[src/rtl/arb_pkg.sv]
package arb_pkg;
  localparam int unsigned NUM_CH = 2;
  localparam int unsigned OWN_W  = 2;

  typedef enum logic [OWN_W-1:0] {
    OWN_CPU = 2'd0,
    OWN_CH0 = 2'd1,
    OWN_CH1 = 2'd2,
    OWN_EXT = 2'd3
  } owner_e;
endpackage

[src/rtl/chan_pick.sv]
module chan_pick
  import arb_pkg::*;
(
  input  logic              clk_i,
  input  logic              rst_ni,
  input  logic [NUM_CH-1:0] req_i,
  input  logic [NUM_CH-1:0] prio_i,
  input  logic              take_i,
  output logic              any_o,
  output logic              sel_o
);
  logic ptr_q;
  logic equal_prio;

  assign equal_prio = (prio_i[0] == prio_i[1]);
  assign any_o      = |req_i;

  always_comb begin
    if (req_i[0] && req_i[1]) sel_o = equal_prio ? ptr_q : prio_i[1];
    else                      sel_o = req_i[1];
  end

  // pointer names the channel favoured next; reset favours channel 0
  always_ff @(posedge clk_i or negedge rst_ni) begin
    if (!rst_ni)                  ptr_q <= 1'b0;
    else if (take_i && equal_prio) ptr_q <= ~sel_o;
  end
endmodule

[src/rtl/nmi_gate.sv]
module nmi_gate (
  input  logic clk_i,
  input  logic rst_ni,
  input  logic nmi_i,
  input  logic nmi_clr_i,
  output logic dma_ok_o
);
  logic halt_q;

  always_ff @(posedge clk_i or negedge rst_ni) begin
    if (!rst_ni)        halt_q <= 1'b0;
    else if (nmi_i)     halt_q <= 1'b1;
    else if (nmi_clr_i) halt_q <= 1'b0;
  end

  assign dma_ok_o = !halt_q && !nmi_i;
endmodule

[src/rtl/bus_arbiter.sv]
module bus_arbiter
  import arb_pkg::*;
(
  input  logic              clk_i,
  input  logic              rst_ni,
  input  logic [NUM_CH-1:0] dma_req_i,
  input  logic [NUM_CH-1:0] dma_prio_i,
  input  logic              cpu_lock_i,
  input  logic              cpu_odd_split_i,
  input  logic              hold_req_i,
  input  logic              nmi_i,
  input  logic              nmi_clr_i,
  input  logic              cycle_done_i,
  output logic [NUM_CH-1:0] gnt_dma_o,
  output logic              gnt_cpu_o,
  output logic              gnt_ext_o,
  output logic              hold_ack_o
);
  owner_e own_q, own_d;
  logic   boundary, any_req, sel_ch, dma_ok, take;

  chan_pick u_pick (
    .clk_i  (clk_i),
    .rst_ni (rst_ni),
    .req_i  (dma_req_i),
    .prio_i (dma_prio_i),
    .take_i (take),
    .any_o  (any_req),
    .sel_o  (sel_ch)
  );

  nmi_gate u_nmi (
    .clk_i     (clk_i),
    .rst_ni    (rst_ni),
    .nmi_i     (nmi_i),
    .nmi_clr_i (nmi_clr_i),
    .dma_ok_o  (dma_ok)
  );

  // external holder releases on request drop, others at cycle end
  assign boundary = (own_q == OWN_EXT) ? !hold_req_i : cycle_done_i;

  always_comb begin
    own_d = own_q;
    take  = 1'b0;
    if (boundary) begin
      if (hold_req_i && own_q != OWN_EXT) begin
        own_d = OWN_EXT;
      end else if (own_q == OWN_CPU && (cpu_lock_i || cpu_odd_split_i)) begin
        own_d = OWN_CPU;
      end else if (any_req && dma_ok) begin
        own_d = sel_ch ? OWN_CH1 : OWN_CH0;
        take  = 1'b1;
      end else begin
        own_d = OWN_CPU;
      end
    end
  end

  always_ff @(posedge clk_i or negedge rst_ni) begin
    if (!rst_ni) own_q <= OWN_CPU;
    else         own_q <= own_d;
  end

  assign gnt_cpu_o    = (own_q == OWN_CPU);
  assign gnt_dma_o[0] = (own_q == OWN_CH0);
  assign gnt_dma_o[1] = (own_q == OWN_CH1);
  assign gnt_ext_o    = (own_q == OWN_EXT);
  assign hold_ack_o   = gnt_ext_o;
endmodule

[config.mk]
export PLATFORM = sky130hd
export DESIGN_NAME = bus_arbiter
export DESIGN_NICKNAME = d
export VERILOG_FILES = /design/src/rtl/arb_pkg.sv /design/src/rtl/chan_pick.sv /design/src/rtl/nmi_gate.sv /design/src/rtl/bus_arbiter.sv
export SDC_FILE = /design/constraint.sdc
export NUM_CORES = 1
export LEC_CHECK = 0
export ABC_AREA = 1
export BUFFER_PORTS_ARGS = -buffer_cell sky130_fd_sc_hd__buf_2
export CAP_MARGIN = 20
export CELL_PAD_IN_SITES_DETAIL_PLACEMENT = 1
export CELL_PAD_IN_SITES_GLOBAL_PLACEMENT = 1
export CORE_AREA = 2 2 39 41
export CTS_BUF_LIST = sky130_fd_sc_hd__clkbuf_2 sky130_fd_sc_hd__clkbuf_4 sky130_fd_sc_hd__clkbuf_8
export CTS_CLUSTER_DIAMETER = 200
export CTS_CLUSTER_SIZE = 8
export DETAILED_ROUTE_END_ITERATION = 10
export DIE_AREA = 0 0 41 43
export GPL_TIMING_DRIVEN = 0
export PLACE_DENSITY_LB_ADDON = 0.12
export RECOVER_POWER = 25
export REMOVE_ABC_BUFFERS = 1
export SETUP_SLACK_MARGIN = 0.15
export SYNTH_ARGS = -nofsm -noshare
export SYNTH_HDL_FRONTEND = slang
export SYNTH_SLANG_ARGS = --single-unit
[constraint.sdc]
create_clock -name clk_i -period 1.2 [get_ports clk_i]
set_clock_uncertainty 0.15 [all_clocks]
set_input_delay 0.18 -clock clk_i [delete_from_list [all_inputs] [get_ports clk_i]]
set_output_delay 0.18 -clock clk_i [all_outputs]
set_load 0.005 [all_outputs]
==> qor.csv, run 1 <==
metric,value,unit
initial drt markers,0,
Required @ worst endpoint,0.87,ns
Die Y-Extent,43,um
Skew-Pair Late Insertion Delay,0.23,ns
Synth top area share,0.328,
Pre-antenna DRT Iters,1,
global-route wire length before repair,1290,um
Longest Clk Path Bufs,2,
share of cells above drive strength 1,0.521,
All-Layer GR Usage,0.112,
status,"finished, violations left",
synthesized area,305,um^2
initial antenna violation count,0,
Peak VDD IR,0.321,mV
cts bufs inserted,3,
Die Width,41,um
cells on worst reg2reg path,6,
Overflow after GRT,0,
Pwr Total,526,uW
largest net degree at the start of global routing,6,
multi-input logic area,184,um^2
Final #Nets,85,
Max-slew headroom,0.867,
DR vias,356,
syn_area_per_cell,6.50,um^2
"Slew Viols, Final",0,
Antenna Nets Post-Route,0,
Post-Synthesis Cells,47,
Final Worst Setup Slack,-0.0379,ns
I/O Buffers,16,
"FF+latch count, synth",4,
count of final setup violators,5,
crit path to,gnt_ext_o,
Critical Path Source,own_q[0],
"Max FO, Critical Path",5,
Filler cells,177,
RSZ-0062 raised after global routing,yes,
register area share after synthesis,0.328,
Fmax,808,MHz
Crit Path Category,reg2out,
CTS tree,built,
Starting Density,0.221,
CP Launch Type,flop,
final worst-path cycle share,1.03,
FF/Latch Area,103,um^2
number of remaining DRC errors,0,
worst slew pin tran,0.199,ns
Hold Path Depth,3,
Clock Sinks,4,
CORE AREA,0.00138,mm^2
# IOs,17,
dpl hpwl,633,um
Die ar.,0.00176,mm^2
Worst EP arrival,0.91,ns
MaxCap Viol Count,0,
n_diodes,0,
final wirelength,784,um
Final GP Congestion,0.647,
min-delay worst type,in2reg,
Crit Reg-Reg Endpoint,u_pick.ptr_q,
Final Critical Period,1.24,ns
power density over the cells,1050,mW/mm^2
Setup TNS Final,-0.125,ns
H-tree levels,1,
# rows,14,
routed len/inst,9.01,um
Synth area leader,dfrtp_1,
r2r startpoint,u_nmi.halt_q,
Yosys warnings,0,
"Reg clk slew, reported paths",0.04,ns
"Hold Violations, Final",0,
CTS root buf,clkbuf_4,
number of library cell types mapped by synthesis,14,
leakage power,0.000273,uW
synth top area cells,"dfrtp_1 (33%), nand2_1 (14%), inv_1 (9.8%)",
failing checks,setup timing,
Reg2Reg Setup Slack,0.01,ns
via/cell ratio,4.09,
Area Overhead vs Synth,64.8,%
number of global-route vias before repair,338,
CP endpoint kind,output pin,
==> flip-flops by register name, summed over array words and instances, names as in the netlist <==
| name | cells |
|---|---|
| u_pick.ptr_q | 1 |
| own_q | 2 |
| u_nmi.halt_q | 1 |
==> cells by family (layout without fill, tap and decap cells) <==
logic type	count (synthesis)	after routing	synth area share
compound gates	5	5	0.0820
xor+xnor	1	1	0.0287
buf+inv	10	34	0.135
flops	4	4	0.328
simple gates	27	27	0.426
==> through the flow <==
stage / cells / util / instance area [um^2] / hold slack (ns) / worst slack [ns]
final: 87 / 0.363 / 503 / 0.0508 / -0.0379
after global routing: 87 / 0.363 / 503 / 0.0687 / -0.101
after CTS: 86 / 0.349 / 483 / 0.0418 / -0.0524
after detailed placement: 78 / 0.288 / 398 / -0.161 / -0.0541
after global placement: 78 / 0.288 / 398 / -0.163 / -0.0548
after floorplan: 46 / - / 298 / -0.266 / 0.0865
==> Yosys cell counts, drive strengths merged <==
cell and number:
nand2 12, o21ai 1, nor2 12, a21oi 4, buf 1, nand3b 1
inv 9, xor2 1, dfrtp 4, nand3 2
==> worst min path at each step <==
stage | start | to | slack [ns]
global placement | rst_ni | own_q[0] | -0.16
global route | dma_req_i[1] | own_q[1] | 0.07
CTS | nmi_i | u_nmi.halt_q | 0.04
finish | nmi_i | u_nmi.halt_q | 0.05
detailed placement | rst_ni | u_nmi.halt_q | -0.16
floorplan | rst_ni | own_q[0] | -0.27
==> cell usage in the layout, fill, tap and decap left out <==
| cell type | synthesis | layout |
|---|---|---|
| o21ai_1 | 0 | 1 |
| dfrtp_1 | 4 | 2 |
| nand3_2 | 0 | 1 |
| a21oi_1 | 4 | 2 |
| buf_4 | 1 | 1 |
| buf_2 | 0 | 15 |
| nand2_1 | 11 | 10 |
| nor2_1 | 8 | 6 |
| nand3_1 | 2 | 1 |
| nand2_2 | 1 | 2 |
| nor2_2 | 2 | 4 |
| nor2_4 | 2 | 2 |
| nand3b_1 | 1 | 1 |
| xor2_1 | 1 | 1 |
| dfrtp_2 | 0 | 2 |
| inv_2 | 1 | 2 |
| clkbuf_4 | 0 | 3 |
| dlygate4sd3_1 | 0 | 2 |
| a21oi_2 | 0 | 2 |
| clkbuf_1 | 0 | 1 |
| buf_6 | 0 | 3 |
| inv_1 | 8 | 7 |
==> critical path: stages, from the launching register on <==
cell	delay [ns]
dfrtp_2	0.43
nand2_1	0.09
inv_2	0.04
buf_2	0.12
==> metal layers <==
layer  global-route usage  wire [um]  up-vias
met2                0.175        444       10
li1                     -          -      189
met3               0.0314         31        0
met4               0.0800          0        0
met5                    0          0        -
met1                0.121        308      157
==> timing repair <==
action,in CTS,in global routing
resized for setup,6,7
buffers inserted,3,1
endpoints found under the setup margin,8,9
pin swaps,3,0
hold buffers,2,0
endpoints found under the hold margin,5,0
==> cell type report <==
cell class / instances / area share
Sequential cell: 4 / 0.204
Multi-Input combinational cell: 33 / 0.366
Clock buffer: 3 / 0.0448
Tap cell: 16 / 0.0398
Inverter: 9 / 0.0672
Timing Repair Buffer: 22 / 0.279
==> power by group <==
part | internal (uW) | switching [uW] | leakage [uW] | total, uW
Clock | 111 | 49.1 | 0.0000138 | 161
Combinational | 87.9 | 90.4 | 0.000215 | 178
Sequential | 163 | 24.5 | 0.0000446 | 187
Total | 362 | 164 | 0.000273 | 526
Note: power is estimated with default switching activity, not from simulation.
==> inputs of run 2 (changes only) <==
CELL_PAD_IN_SITES_DETAIL_PLACEMENT = not set   (was 1)
CELL_PAD_IN_SITES_GLOBAL_PLACEMENT = not set   (was 1)
==> run 2 against run 1 <==
Net effect:
- the run still ends with setup timing left
- sequential share of layout area is 1.2 points higher
- utilization decreased by 2.8 points
- combinational power fell by 8%
- critical path type unchanged
- largest power group unchanged
==> qor.csv, run 2 (synthesized netlist as in run 1, its figures left out) <==
metric,value,unit,change
MaxCap Viol Count,0,,unchanged
"Most flops, register",own_q,,unchanged
critical path cell sequence,nand2_1 -> inv_2 -> buf_2,,unchanged
Longest Clk Path Bufs,2,,unchanged
"Reg clk slew, reported paths",0.04,ns,about the same
most frequent cells in the layout,"buf_2 (15), nand2_1 (10), nor2_1 (7), inv_1 (7), dfrtp_1 (4)",,"was buf_2 (15), nand2_1 (10), inv_1 (7), nor2_1 (6), nor2_2 (4)"
failing checks,setup timing,,unchanged
I/O Buffers,16,,unchanged
"commonest non-fill, non-tap cell in the layout",buf_2,,unchanged
Clock Sinks,4,,unchanged
Worst EP arrival,0.91,ns,about the same
Area Overhead vs Synth,52.0,%,was 64.8%
"Hold Violations, Final",0,,unchanged
Max-slew headroom,0.857,,was 0.867
Setup WS pre-CTS,-0.00630,ns,was -0.0541 ns
Die Y-Extent,43,um,unchanged
n_diodes,0,,unchanged
Filler cells,163,,was 177
leakage power,0.000257,uW,was 0.000273 uW
Antenna Nets Post-Route,0,,unchanged
power density over the cells,1090,mW/mm^2,was 1050 mW/mm^2
Final #Nets,82,,was 85
via/cell ratio,4.10,,was 4.09
Required @ worst endpoint,0.87,ns,about the same
CP Launch Type,flop,,unchanged
Fmax,804,MHz,was 808 MHz
Crit Path Category,reg2out,,unchanged
worst slew pin tran,0.215,ns,was 0.199 ns
"Max FO, Critical Path",5,,unchanged
Starting Density,0.221,,unchanged
global-route wire length before repair,1120,um,was 1290 um
Pre-antenna DRT Iters,4,,was 1
initial drt markers,4,,was 0
min-delay worst type,in2reg,,unchanged
final worst-path cycle share,1.04,,was 1.03
All-Layer GR Usage,0.0970,,was 0.112
share of cells above drive strength 1,0.456,,was 0.521
final hold slack,0.0557,ns,was 0.0508 ns
Skew-Pair Late Insertion Delay,0.23,ns,about the same
dpl hpwl,540,um,was 633 um
CTS root buf,clkbuf_4,,unchanged
cts bufs inserted,3,,unchanged
status,"finished, violations left",,unchanged
Critical Path Slowest Stage Cell,dfrtp_1,,was dfrtp_2
DR vias,344,,was 356
Die ar.,0.00176,mm^2,unchanged
Die Width,41,um,unchanged
count of final setup violators,7,,was 5
Pwr Total,504,uW,was 526 uW
# rows,14,,unchanged
number of global-route vias before repair,322,,was 338
# IOs,17,,unchanged
CTS tree,built,,unchanged
Overflow after GRT,0,,unchanged
Peak VDD IR,0.631,mV,was 0.321 mV
largest net degree at the start of global routing,6,,unchanged
Largest regs,"own_q: 2 flops, u_nmi.halt_q: 1 flops, u_pick.ptr_q: 1 flops",,unchanged
Final Critical Period,1.24,ns,about the same
final wirelength,643,um,was 784 um
max reg flops,2,,unchanged
initial antenna violation count,0,,unchanged
"Slew Viols, Final",0,,unchanged
CP endpoint kind,output pin,,unchanged
delay of the slowest cell on the worst path,0.42,ns,was 0.43 ns
Final Worst Setup Slack,-0.0440,ns,was -0.0379 ns
Final GP Congestion,0.661,,was 0.647
number of remaining DRC errors,0,,unchanged
H-tree levels,1,,unchanged
RSZ-0062 raised after global routing,yes,,unchanged
CORE AREA,0.00138,mm^2,unchanged
routed len/inst,7.65,um,was 9.01 um
[run 2: final timing paths]
| path | cells past startpoint | to | slack (ns) | from |
|---|---|---|---|---|
| max | 3 | hold_ack_o | -0.04 | own_q[1] |
| min | 3 | u_nmi.halt_q | 0.06 | nmi_i |
| max reg2reg | 6 | own_q[0] | -0.03 | own_q[1] |
| min reg2reg | 2 | u_pick.ptr_q | 0.34 | u_pick.ptr_q |
| max in group asynchronous | 2 | u_pick.ptr_q | 0.55 | rst_ni |
| min in group asynchronous | 2 | own_q[0] | 0.16 | rst_ni |
[run 2: stage by stage]
stage	cells	utilization	cell area (um^2)	setup TNS, ns
floorplan	46	-	298	0
global placement	78	0.288	398	-0.0234
detailed placement	78	0.288	398	-0.00630
CTS	83	0.331	458	-0.223
global route	84	0.335	464	-0.741
finish	84	0.335	464	-0.211
[run 2: per-layer routing]
layer / track usage / wire, um / part of all wire
met1: 0.108 / 294 / 0.46
met2: 0.141 / 300 / 0.47
met3: 0.0157 / 39 / 0.061
met4: 0.100 / 9 / 0.014
met5: 0 / 0 / 0
[run 2: area by class of cell]
class / count / area, um^2 / area share
timing repair buffer: 19 / 106 / 0.229
multi-input combinational: 33 / 181 / 0.391
clock buffer: 3 / 22.5 / 0.0485
sequential: 4 / 100 / 0.216
inverter: 9 / 33.8 / 0.0728
tap: 16 / 20.0 / 0.0431
[run 2: where the power goes]
| group | internal, uW | total [uW] | switching, uW |
|---|---|---|---|
| Combinational | 76.6 | 164 | 87.0 |
| Sequential | 161 | 183 | 22.0 |
| Clock | 111 | 158 | 46.5 |
[run 2: critical path, delay by kind of cell, from the launching register on]
| family | cells | cell delay, ns |
|---|---|---|
| DFF | 1 | 0.42 |
| buffers and inverters | 2 | 0.15 |
| and+or+nand+nor | 1 | 0.11 |
[run 2: repair_timing]
item | in CTS | in global routing
setup buffers | 0 | 1
hold endpoints to repair | 5 | 0
setup endpoints to repair | 8 | 8
pin swaps | 7 | 3
hold buffers | 2 | 0
resized for setup | 5 | 1
==> inputs of run 3 (changes only) <==
CTS_CLUSTER_SIZE = 40   (was 8)
RECOVER_POWER = not set   (was 25)
==> run 3 against run 2 <==
Net effect:
- the flow still finishes with violations (setup timing)
- combinational power is essentially flat
- first-iteration DRC count is the same
- non-clock buffer count is the same
- die area is the same
- clock power is essentially flat
- largest cell class unchanged
==> qor.csv, run 3 (synthesized netlist as in run 1, its figures left out) <==
metric,value,unit,change
Gate power share,0.325,,was 0.324
n_diodes,0,,unchanged
r2r startpoint,own_q[1],,unchanged
"Max FO, Critical Path",5,,unchanged
Largest regs,"own_q: 2 flops, u_nmi.halt_q: 1 flops, u_pick.ptr_q: 1 flops",,unchanged
Die Width,41,um,unchanged
power density over the cells,1080,mW/mm^2,was 1090 mW/mm^2
dpl hpwl,540,um,unchanged
"commonest non-fill, non-tap cell in the layout",buf_2,,unchanged
min-delay worst type,in2reg,,unchanged
Skew-Pair Late Insertion Delay,0.23,ns,about the same
count of final setup violators,7,,unchanged
Antenna Nets Post-Route,0,,unchanged
number of remaining DRC errors,0,,unchanged
Final #Nets,82,,unchanged
Final Util,0.336,,was 0.335
Overflow after GRT,0,,unchanged
Pre-antenna DRT Iters,4,,unchanged
Longest Clk Path Bufs,2,,unchanged
"Most flops, register",own_q,,unchanged
Worst EP arrival,0.91,ns,about the same
most frequent cells in the layout,"buf_2 (16), nand2_1 (10), nor2_1 (7), inv_1 (7), dfrtp_1 (4)",,"was buf_2 (15), nand2_1 (10), nor2_1 (7), inv_1 (7), dfrtp_1 (4)"
cts bufs inserted,3,,unchanged
MaxCap Viol Count,0,,unchanged
Crit Path Category,reg2out,,unchanged
All-Layer GR Usage,0.0970,,unchanged
hold_sp,nmi_i,,unchanged
status,"finished, violations left",,unchanged
DR vias,344,,unchanged
I/O Buffers,16,,unchanged
Area Overhead vs Synth,52.5,%,was 52.0%
via/cell ratio,4.10,,unchanged
failing checks,setup timing,,unchanged
number of global-route vias before repair,322,,unchanged
Final GP Congestion,0.661,,unchanged
worst slew pin tran,0.182,ns,was 0.215 ns
Die Y-Extent,43,um,unchanged
Filler cells,163,,unchanged
Required @ worst endpoint,0.87,ns,about the same
Die ar.,0.00176,mm^2,unchanged
power share of the clock group,0.312,,was 0.313
"Hold Violations, Final",0,,unchanged
H-tree levels,1,,unchanged
Clock Sinks,4,,unchanged
Reg power frac,0.363,,about the same
global-route wire length before repair,1120,um,unchanged
leakage power,0.000260,uW,was 0.000257 uW
multi-input logic area,181,um^2,unchanged
Pwr Total,505,uW,was 504 uW
Peak VDD IR,0.631,mV,about the same
routed len/inst,7.65,um,unchanged
CTS tree,built,,unchanged
FF/Latch Area,100,um^2,unchanged
Pint,349,uW,about the same
max reg flops,2,,unchanged
Max-slew headroom,0.879,,was 0.857
final wirelength,643,um,unchanged
largest net degree at the start of global routing,6,,unchanged
RSZ-0062 raised after global routing,yes,,unchanged
Starting Density,0.221,,unchanged
final worst-path cycle share,1.04,,about the same
CORE AREA,0.00138,mm^2,unchanged
share of cells above drive strength 1,0.471,,was 0.456
"Reg clk slew, reported paths",0.04,ns,about the same
Fmax,804,MHz,about the same
Final Worst Setup Slack,-0.0440,ns,about the same
initial drt markers,4,,unchanged
Critical Path Source,own_q[1],,unchanged
# IOs,17,,unchanged
Sw Ratio,0.308,,about the same
CP Launch Type,flop,,unchanged
NetSw,155,uW,was 156 uW
# rows,14,,unchanged
CTS root buf,clkbuf_4,,unchanged
"Slew Viols, Final",0,,unchanged
CP endpoint kind,output pin,,unchanged
initial antenna violation count,0,,unchanged
Final Critical Period,1.24,ns,about the same
-- run 3: cell count changes in the layout (fill, tap and decap cells not counted) --
cell,delta
buf_2,+1
clkbuf_1,-1
-- run 3: worst paths after layout --
| kind | end | slack [ns] | cells past startpoint |
|---|---|---|---|
| max | hold_ack_o | -0.04 | 3 |
| min | u_nmi.halt_q | 0.06 | 3 |
| max reg2reg | own_q[0] | -0.03 | 6 |
| min reg2reg | u_pick.ptr_q | 0.34 | 2 |
| max in group asynchronous | u_pick.ptr_q | 0.64 | 2 |
| min in group asynchronous | own_q[0] | 0.14 | 2 |
-- run 3: final cells by class --
type | count | share of cell area
well taps | 16 | 0.0430
flip-flops and latches | 4 | 0.215
clock buffers | 3 | 0.0484
inverters | 9 | 0.0726
repair buffers | 19 | 0.231
multi-input cells | 33 | 0.390
-- run 3: worst max-delay path, cell delays in order, from the launching register on --
cell,delay [ns]
dfrtp_1,0.42
nand2_1,0.11
inv_2,0.04
buf_2,0.11
-- run 3: metal layers --
layer / routed length (um) / vias up / track usage
met4: 9 / 0 / 0.100
met3: 37 / 2 / 0.0157
li1: - / 186 / -
met1: 296 / 145 / 0.108
met2: 300 / 11 / 0.141
met5: 0 / - / 0
-- run 3: through the flow --
| stage | instance area, um^2 | instances | setup TNS (ns) | hold WS, ns | setup WS [ns] |
|---|---|---|---|---|---|
| after floorplan | 298 | 46 | 0 | -0.266 | 0.0865 |
| after global placement | 398 | 78 | -0.0234 | -0.159 | -0.0159 |
| after detailed placement | 398 | 78 | -0.00630 | -0.160 | -0.00630 |
| after CTS | 458 | 83 | -0.223 | 0.0476 | -0.0528 |
| after global routing | 465 | 84 | -0.741 | 0.0720 | -0.0975 |
| final | 465 | 84 | -0.210 | 0.0558 | -0.0440 |
-- run 3: power groups by stage --
| stage | Sequential, uW | Combinational, uW | Clock, uW |
|---|---|---|---|
| 5_1_grt | 186 | 192 | 182 |
| 2_1_floorplan | 177 | 89.2 | 0 |
| 3_3_place_gp | 183 | 147 | 0 |
| 4_1_cts | 182 | 163 | 170 |
| 6_report | 183 | 164 | 158 |
| 3_5_place_dp | 183 | 149 | 0 |
-- run 3: timing repair --
| action | CTS | global route |
|---|---|---|
| cloned | 0 | 0 |
| resized for setup | 5 | 1 |
| hold buffers | 2 | 0 |
| setup endpoints to repair | 8 | 8 |
| pin swaps | 7 | 3 |
| endpoints found under the hold margin | 5 | 0 |
| buffers inserted | 0 | 1 |
